## config.mk

```make
export PLATFORM = sky130hd
export DESIGN_NAME = spctl_top
export DESIGN_NICKNAME = d
export VERILOG_FILES = /design/src/rtl/spctl_pkg.sv /design/src/rtl/spctl_master_fsm.sv /design/src/rtl/spctl_dep_bit.sv /design/src/rtl/spctl_top.sv
export SDC_FILE = /design/constraint.sdc
export NUM_CORES = 1
export LEC_CHECK = 0
export BUFFER_PORTS_ARGS = -buffer_cell sky130_fd_sc_hd__buf_2
export CAP_MARGIN = 20
export CORE_MARGIN = 2
export CORE_UTILIZATION = 30
export DETAILED_ROUTE_END_ITERATION = 8
export GPL_ROUTABILITY_DRIVEN = 0
export PLACE_DENSITY = 0.76
export SLEW_MARGIN = 20
export SYNTH_ARGS = -nofsm -noshare
export SYNTH_HDL_FRONTEND = slang
export SYNTH_SLANG_ARGS = --single-unit
export TNS_END_PERCENT = 50
```

## constraint.sdc

```tcl
create_clock -name clk -period 0.9 [get_ports clk]
set_clock_uncertainty 0.1 [all_clocks]
set_input_delay 0.09 -clock clk [delete_from_list [all_inputs] [get_ports clk]]
set_output_delay 0.09 -clock clk [all_outputs]
set_load 0.02 [all_outputs]
```

## src/rtl/spctl_pkg.sv

```systemverilog
package spctl_pkg;
    localparam int REG_W     = 16;
    localparam int BIT_MSTR  = 15;
    localparam int BIT_SER2  = 3;
    localparam int BIT_SCLK  = 2;
    localparam int N_DEP     = 2;   // dependent enables: [0] second output, [1] serial clock

    typedef enum logic {
        ST_OFF = 1'b0,
        ST_ON  = 1'b1
    } mstr_state_e;
endpackage

```

## src/rtl/spctl_master_fsm.sv

```systemverilog
module spctl_master_fsm
    import spctl_pkg::*;
(
    input  logic clk,
    input  logic rst_n,
    input  logic wr_hit,
    input  logic wr_mstr,
    input  logic pwr_ready,
    output logic mstr_nxt,
    output logic mstr_rd
);
    mstr_state_e state_q, state_d;

    // state register
    always_ff @(posedge clk or negedge rst_n) begin
        if (!rst_n) state_q <= ST_OFF;
        else        state_q <= state_d;
    end

    // transitions: arm, disarm, power loss
    always_comb begin
        state_d = state_q;
        unique case (state_q)
            ST_OFF: if (pwr_ready && wr_hit && wr_mstr) state_d = ST_ON;
            ST_ON: begin
                if (!pwr_ready)                 state_d = ST_OFF;
                else if (wr_hit && !wr_mstr)    state_d = ST_OFF;
            end
            default: state_d = ST_OFF;
        endcase
    end

    // outputs
    always_comb begin
        mstr_nxt = (state_d == ST_ON);
        mstr_rd  = (state_q == ST_ON) && pwr_ready;
    end
endmodule

```

## src/rtl/spctl_dep_bit.sv

```systemverilog
module spctl_dep_bit (
    input  logic clk,
    input  logic rst_n,
    input  logic wr_hit,
    input  logic wr_bit,
    input  logic mstr_nxt,
    input  logic mstr_rd,
    input  logic inhibit,
    output logic bit_rd
);
    logic bit_q, bit_d;

    always_comb begin
        if (!mstr_nxt)   bit_d = 1'b0;
        else if (wr_hit) bit_d = wr_bit && !inhibit;
        else             bit_d = bit_q;
    end

    always_ff @(posedge clk or negedge rst_n) begin
        if (!rst_n) bit_q <= 1'b0;
        else        bit_q <= bit_d;
    end

    assign bit_rd = bit_q && mstr_rd && !inhibit;
endmodule

```

## src/rtl/spctl_top.sv

```systemverilog
module spctl_top
    import spctl_pkg::*;
#(
    parameter int              ADDR_W    = 7,
    parameter logic [ADDR_W-1:0] REG_INDEX = 7'h6A,
    parameter int              FMT_W     = 2
) (
    input  logic              clk,
    input  logic              rst_n,
    input  logic              wr_en,
    input  logic [ADDR_W-1:0] addr,
    input  logic [REG_W-1:0]  wr_data,
    output logic [REG_W-1:0]  rd_data,
    input  logic              pwr_ready,
    input  logic              dig_out_en,
    input  logic              amp_pdn,
    output logic              ser_en,
    output logic              ser2_en,
    output logic              sclk_en,
    output logic [FMT_W-1:0]  fmt
);
    localparam int PAD_W = BIT_SCLK - FMT_W;

    logic             wr_hit;
    logic             mstr_nxt, mstr_rd;
    logic [N_DEP-1:0] dep_wr, dep_inh, dep_rd;
    logic [FMT_W-1:0] fmt_q;
    logic [REG_W-1:0] reg_view;

    assign wr_hit  = wr_en && (addr == REG_INDEX);
    assign dep_wr  = {wr_data[BIT_SCLK], wr_data[BIT_SER2]};
    assign dep_inh = {amp_pdn, dig_out_en};

    spctl_master_fsm u_mstr (
        .clk      (clk),
        .rst_n    (rst_n),
        .wr_hit   (wr_hit),
        .wr_mstr  (wr_data[BIT_MSTR]),
        .pwr_ready(pwr_ready),
        .mstr_nxt (mstr_nxt),
        .mstr_rd  (mstr_rd)
    );

    for (genvar g = 0; g < N_DEP; g++) begin : g_dep
        spctl_dep_bit u_dep (
            .clk     (clk),
            .rst_n   (rst_n),
            .wr_hit  (wr_hit),
            .wr_bit  (dep_wr[g]),
            .mstr_nxt(mstr_nxt),
            .mstr_rd (mstr_rd),
            .inhibit (dep_inh[g]),
            .bit_rd  (dep_rd[g])
        );
    end

    always_ff @(posedge clk or negedge rst_n) begin
        if (!rst_n)      fmt_q <= '0;
        else if (wr_hit) fmt_q <= wr_data[FMT_W-1:0];
    end

    always_comb begin
        reg_view           = '0;
        reg_view[BIT_MSTR] = mstr_rd;
        reg_view[BIT_SER2] = dep_rd[0];
        reg_view[BIT_SCLK] = dep_rd[1];
        reg_view[FMT_W-1:0] = fmt_q;
    end

    always_comb begin
        rd_data = (addr == REG_INDEX) ? reg_view : '0;
        ser_en  = mstr_rd;
        ser2_en = dep_rd[0];
        sclk_en = dep_rd[1];
        fmt     = fmt_q;
    end

    if (PAD_W < 0) begin : g_bad_fmt
        initial $error("format field overlaps enable bits");
    end
endmodule

```

== Word level (Yosys, flattened, before mapping) ==
Index checks and enable logic that the tools add are counted.

* Flip-flop bits (word level): 5
* Output and inout port bits: 21
* Logic and storage cells: 30
* Input port bits: 29

* Reductions and logical operators: 14
* Equal/unequal tests: 2
* Bitwise operators: 1
* Multiplexer cells: 9

{| class="wikitable"
|+ Operator list
! kind !! count
|-
| two-way mux 16 bit || 1
|-
| logical AND 1 bit || 11
|-
| == test 7 bit (second input constant) || 1
|-
| two-way mux 1 bit || 7
|-
| logical NOT 1 bit || 3
|-
| inequality test 2 bit (second input constant) || 1
|-
| case mux 1 bit (2 select lines) || 1
|-
| NOT 1 bit || 1
|}

== Logic depth before layout (Yosys ltp) ==
* Depth after elaboration: 7
* Depth in mapped cells: 3
* Depth with buffers taken out: 3

== Cells and area by module ==
Synthesis repeated with hierarchy kept, for this count alone.

* Cell total of the unflattened synthesis: 42
* Area, all modules: 411.6 um2

{| class="wikitable"
|+ By module, submodules not included
! module !! times used !! area an instance (um2) !! cells each !! sequential area each (um2)
|-
| spctl_top || 1 || 259.0 || 26 || 50.0
|-
| spctl_dep_bit || 2 || 52.6 || 6 || 25.0
|-
| spctl_master_fsm || 1 || 47.5 || 4 || 25.0
|}

== Worst setup path before layout ==
OpenSTA, ideal clock, no wires.

* Kind: input port to output port
* Start: input port addr[0]
* End: output port rd_data[2]
* Buffers on the path: 0
* Cell stages on the path: 3
* Arrival time: 1.084 ns
* Data required time: 0.710 ns
* Setup slack: -0.374 ns
* Cells stage by stage: and4bb_1 nand3_1 nor3_1

* Cells in the longest elaborated chain, start to end: 2

{| class="wikitable"
|+ Ends and longest elaborated chain
! item !! line !! text
|-
| from (decl) || spctl_top.sv:11 || <nowiki>input logic [ADDR_W-1:0] addr,</nowiki>
|-
| == test 7 bit || spctl_top.sv:71 || <nowiki>rd_data = (addr == REG_INDEX) ? reg_view : '0;</nowiki>
|-
| two-way mux 16 bit || spctl_top.sv:71 ||
|-
| to (decl) || spctl_top.sv:13 || <nowiki>output logic [REG_W-1:0] rd_data,</nowiki>
|}

No other way between the ends.

== Worst setup path in the final report ==
* Start: register u_mstr.state_q
* End: output port rd_data[3]

* Cells in the longest elaborated chain, start to end: 4

{| class="wikitable"
|+ Ends and longest elaborated chain
! item !! line !! text
|-
| from (decl) || spctl_master_fsm.sv:12 || <nowiki>mstr_state_e state_q, state_d;</nowiki>
|-
| from (signal assigned) || spctl_master_fsm.sv:17 || <nowiki>else state_q <= state_d;</nowiki>
|-
| logical AND 1 bit || spctl_master_fsm.sv:36 || <nowiki>mstr_rd = (state_q == ST_ON) && pwr_ready;</nowiki>
|-
| logical AND 1 bit (2 in series) || spctl_dep_bit.sv:24 || <nowiki>assign bit_rd = bit_q && mstr_rd && !inhibit;</nowiki>
|-
| two-way mux 16 bit || spctl_top.sv:71 ||
|}

No other way between the ends.

==> flow_summary.rst <==
.. list-table::
   :header-rows: 1

   * - Metric
     - Value
   * - Run status
     - complete, but fails checks
   * - Failing checks
     - hold timing, setup timing
   * - Summed instance area of the synthesized netlist
     - 392 um^2
   * - Number of standard cells after synthesis
     - 42
   * - Period utilization
     - 141%
   * - Maximum fanout along the worst path
     - 3
   * - Starting Density
     - 31.3%
   * - CTS Hold Bufs
     - 1
   * - Fin worst setup slack
     - -0.366 ns
   * - Cell type group with the largest total delay on the critical path
     - flip-flops
   * - Slowest cell delay on critical path
     - 0.39 ns
   * - Leakage
     - roughly 0.42 nW
   * - Final Setup Violations
     - 15
   * - Hold violation count in the final report
     - 2
   * - Number of warnings issued by yosys
     - 0
   * - Timing startpoint of the critical path
     - u_mstr.state_q$_DFF_PN0_
   * - First-pass DRT Iterations
     - 4
   * - Drt via density
     - approximately 4.2
   * - Clock root buffer
     - sky130_fd_sc_hd__clkbuf_4
   * - Placement Cell Area
     - 566 um^2
   * - Clock transition time at the flip-flop clock pins of the worst setup and hold paths
     - 0.05 ns
   * - Number of global-route vias before repair
     - between 300 and 400
   * - Clock tree from TritonCTS
     - done
   * - Area of all placed cells without fillers
     - 747 um^2
   * - Global-route wire length before repair
     - 1430 um
   * - Cell depth of the worst flop-to-flop path
     - 4
   * - Worst Setup Path Type
     - flip-flop to primary output
   * - Total congestion overflow
     - 0
   * - Type of destination of the critical path
     - primary output
   * - Horizontal die dimension
     - 40.1 um
   * - Vertical die dimension
     - 40.1 um
   * - Layout Area Growth over Synthesis
     - 90.7%
   * - Maxcap violations
     - 0
   * - Place WS
     - -0.391 ns
   * - Total Die Area
     - 1610 um^2
   * - Detailed Route WL
     - 1060 um
   * - Core occupancy in the finished layout
     - 59.6%
   * - Number of port buffers
     - 27
   * - Number of vias in the routed layout
     - 414
   * - Setup TNS after final layout
     - -3.25 ns
   * - Slowest stage cell on the critical path
     - sky130_fd_sc_hd__dfrtp_1
   * - Power, Total
     - 688 uW
   * - Beginning of the worst register-to-register path
     - u_mstr.state_q$_DFF_PN0_
   * - Antenna violations before repair
     - 0
   * - Number of cells on the critical path
     - 3
   * - Capture point of the critical path
     - rd_data[3]
   * - Worst-Skew Late Latency
     - 0.24 ns
   * - Max IR drop VDD
     - 0.731 mV
   * - Achievable Freq
     - just under 800 MHz
   * - RSZ-0062 raised after global routing
     - yes
   * - Number of diodes added for antenna fixing
     - 0
   * - Startpoint Class
     - flip-flop
   * - CP Buf/Inv Count
     - 1
   * - Drt drc
     - 0
   * - Mean instance size in the synthesized netlist
     - 9.32 um^2
   * - Nets@finish
     - roughly 110
   * - Flops & latches, synth
     - 5
   * - Fraction of final layout cells with drive strength greater than 1
     - 66.7%
   * - Total track usage
     - about 15%
   * - Placement Rows
     - 13
   * - Type of the tightest min-delay check
     - input port to flip-flop
   * - Synth unique cells
     - 14
   * - DRT antenna net count
     - 0
   * - Power per standard cell area
     - 921 nW/um^2
   * - Most common cell after layout, fill and taps aside
     - sky130_fd_sc_hd__buf_2
   * - Sequential share of the synthesized area
     - 31.9%
   * - Clock Sink Count
     - 5
   * - IO Pins
     - 50
   * - Final period demand of the worst path
     - 1.27 ns
   * - H-tree level count
     - 1
   * - Worst reg2reg path endpoint
     - u_mstr.state_q$_DFF_PN0_
   * - Routed WL per cell
     - 10.7 um
   * - Required time worst endpoint
     - 0.71 ns
   * - Commonest cells after routing, fill and taps aside
     - 18 x sky130_fd_sc_hd__buf_2, 11 x sky130_fd_sc_hd__conb_1, 10 x sky130_fd_sc_hd__buf_6, 10 x sky130_fd_sc_hd__buf_4, 5 x sky130_fd_sc_hd__dfrtp_1
   * - TritonCTS buffer count
     - 3
   * - Data arrival at the endpoint of the critical path
     - 1.08 ns
   * - Pin count of the biggest net entering global routing
     - 6
   * - Clock Path Buffers
     - 2
   * - Floorplan Core Area
     - between 1000 and 1500 um^2
   * - Iteration-0 DRC Markers
     - 2
   * - Tightest hold margin
     - -0.0252 ns
   * - HPWL after detailed placement
     - approximately 830 um
   * - Cells along the critical path
     - nand3_2 -> nor3_4 -> buf_6
   * - Final count of pins violating max slew
     - 0
   * - Worst R2R Setup Slack
     - -0.11 ns
==> flip-flops by register name (all words and copies together) (netlist names) <==
register and cells:
fmt 2, u_mstr.state_q 1, g_dep.u_dep.bit_q 2
==> what timing repair did <==
action                     in CTS  in global routing
gates cloned                    0                  0
resized for setup              14                 12
hold endpoints to repair        7                  2
setup buffers                   3                  4
pin swaps                       4                  4
setup endpoints to repair      15                 15
==> how the worst min path moves through the flow <==
stage,start,cells past startpoint,endpoint,slack (ns)
6_report,wr_data[1],2,fmt[1]$_DFFE_PN0P_,-0.03
5_1_grt,wr_data[1],2,fmt[1]$_DFFE_PN0P_,-0.03
4_1_cts,wr_data[1],2,fmt[1]$_DFFE_PN0P_,-0.03
3_5_place_dp,rst_n,1,fmt[0]$_DFFE_PN0P_,-0.19
3_3_place_gp,rst_n,1,fmt[0]$_DFFE_PN0P_,-0.19
2_1_floorplan,rst_n,0,fmt[0]$_DFFE_PN0P_,-0.31
==> synth_stat cells <==
master / n / area, um^2
sky130_fd_sc_hd__nand4b_1: 2 / 17.5
sky130_fd_sc_hd__conb_1: 1 / 3.75
sky130_fd_sc_hd__mux2i_1: 3 / 30.0
sky130_fd_sc_hd__dfrtp_1: 5 / 125
sky130_fd_sc_hd__nand4_4: 1 / 21.3
sky130_fd_sc_hd__and4bb_1: 1 / 12.5
sky130_fd_sc_hd__nor2b_1: 1 / 6.26
sky130_fd_sc_hd__nor2_1: 5 / 18.8
sky130_fd_sc_hd__nor3_1: 2 / 10.0
sky130_fd_sc_hd__buf_4: 11 / 82.6
sky130_fd_sc_hd__mux2_4: 2 / 30.0
sky130_fd_sc_hd__inv_1: 3 / 11.3
sky130_fd_sc_hd__nand3_1: 3 / 15.0
sky130_fd_sc_hd__nand2_1: 2 / 7.51
==> where the power goes <==
part / total, mW / switching (mW) / internal [mW]
clock network: 0.270 / 0.102 / 0.168
registers: 0.239 / 0.00571 / 0.233
logic: 0.179 / 0.102 / 0.0764
==> cell type report <==
type	count	area [um^2]
repair buffers	39	288
well taps	15	18.8
fillers	115	505
multi-input cells	33	278
clock buffers	4	26.3
inverters	3	11.3
flip-flops and latches	5	125
==> metrics by stage <==
stage	hold slack, ns	std cells
floorplan	-0.306	52
global placement	-0.191	87
detailed placement	-0.187	87
CTS	-0.0345	95
global route	-0.0317	99
finish	-0.0252	99
==> per-layer routing <==
| layer | vias up | wire length [um] | part of all wire [%] | GRT usage, % |
|---|---|---|---|---|
| met3 | 0 | 92 | 8.7 | 10.0 |
| li1 | 204 | - | - | - |
| met2 | 19 | 581 | 55 | 23.8 |
| met5 | - | 0 | 0 | 0 |
| met4 | 0 | 0 | 0 | 5.17 |
| met1 | 191 | 388 | 37 | 15.3 |
==> kinds of logic after synthesis <==
kind of cell | after synthesis | share of synthesized area (%)
buffers and inverters | 14 | 24.0
flip-flops | 5 | 31.9
multiplexers | 5 | 15.3
other | 1 | 0.958
AND/OR/NAND/NOR | 17 | 27.8
Power figures use the tool's default switching activity.
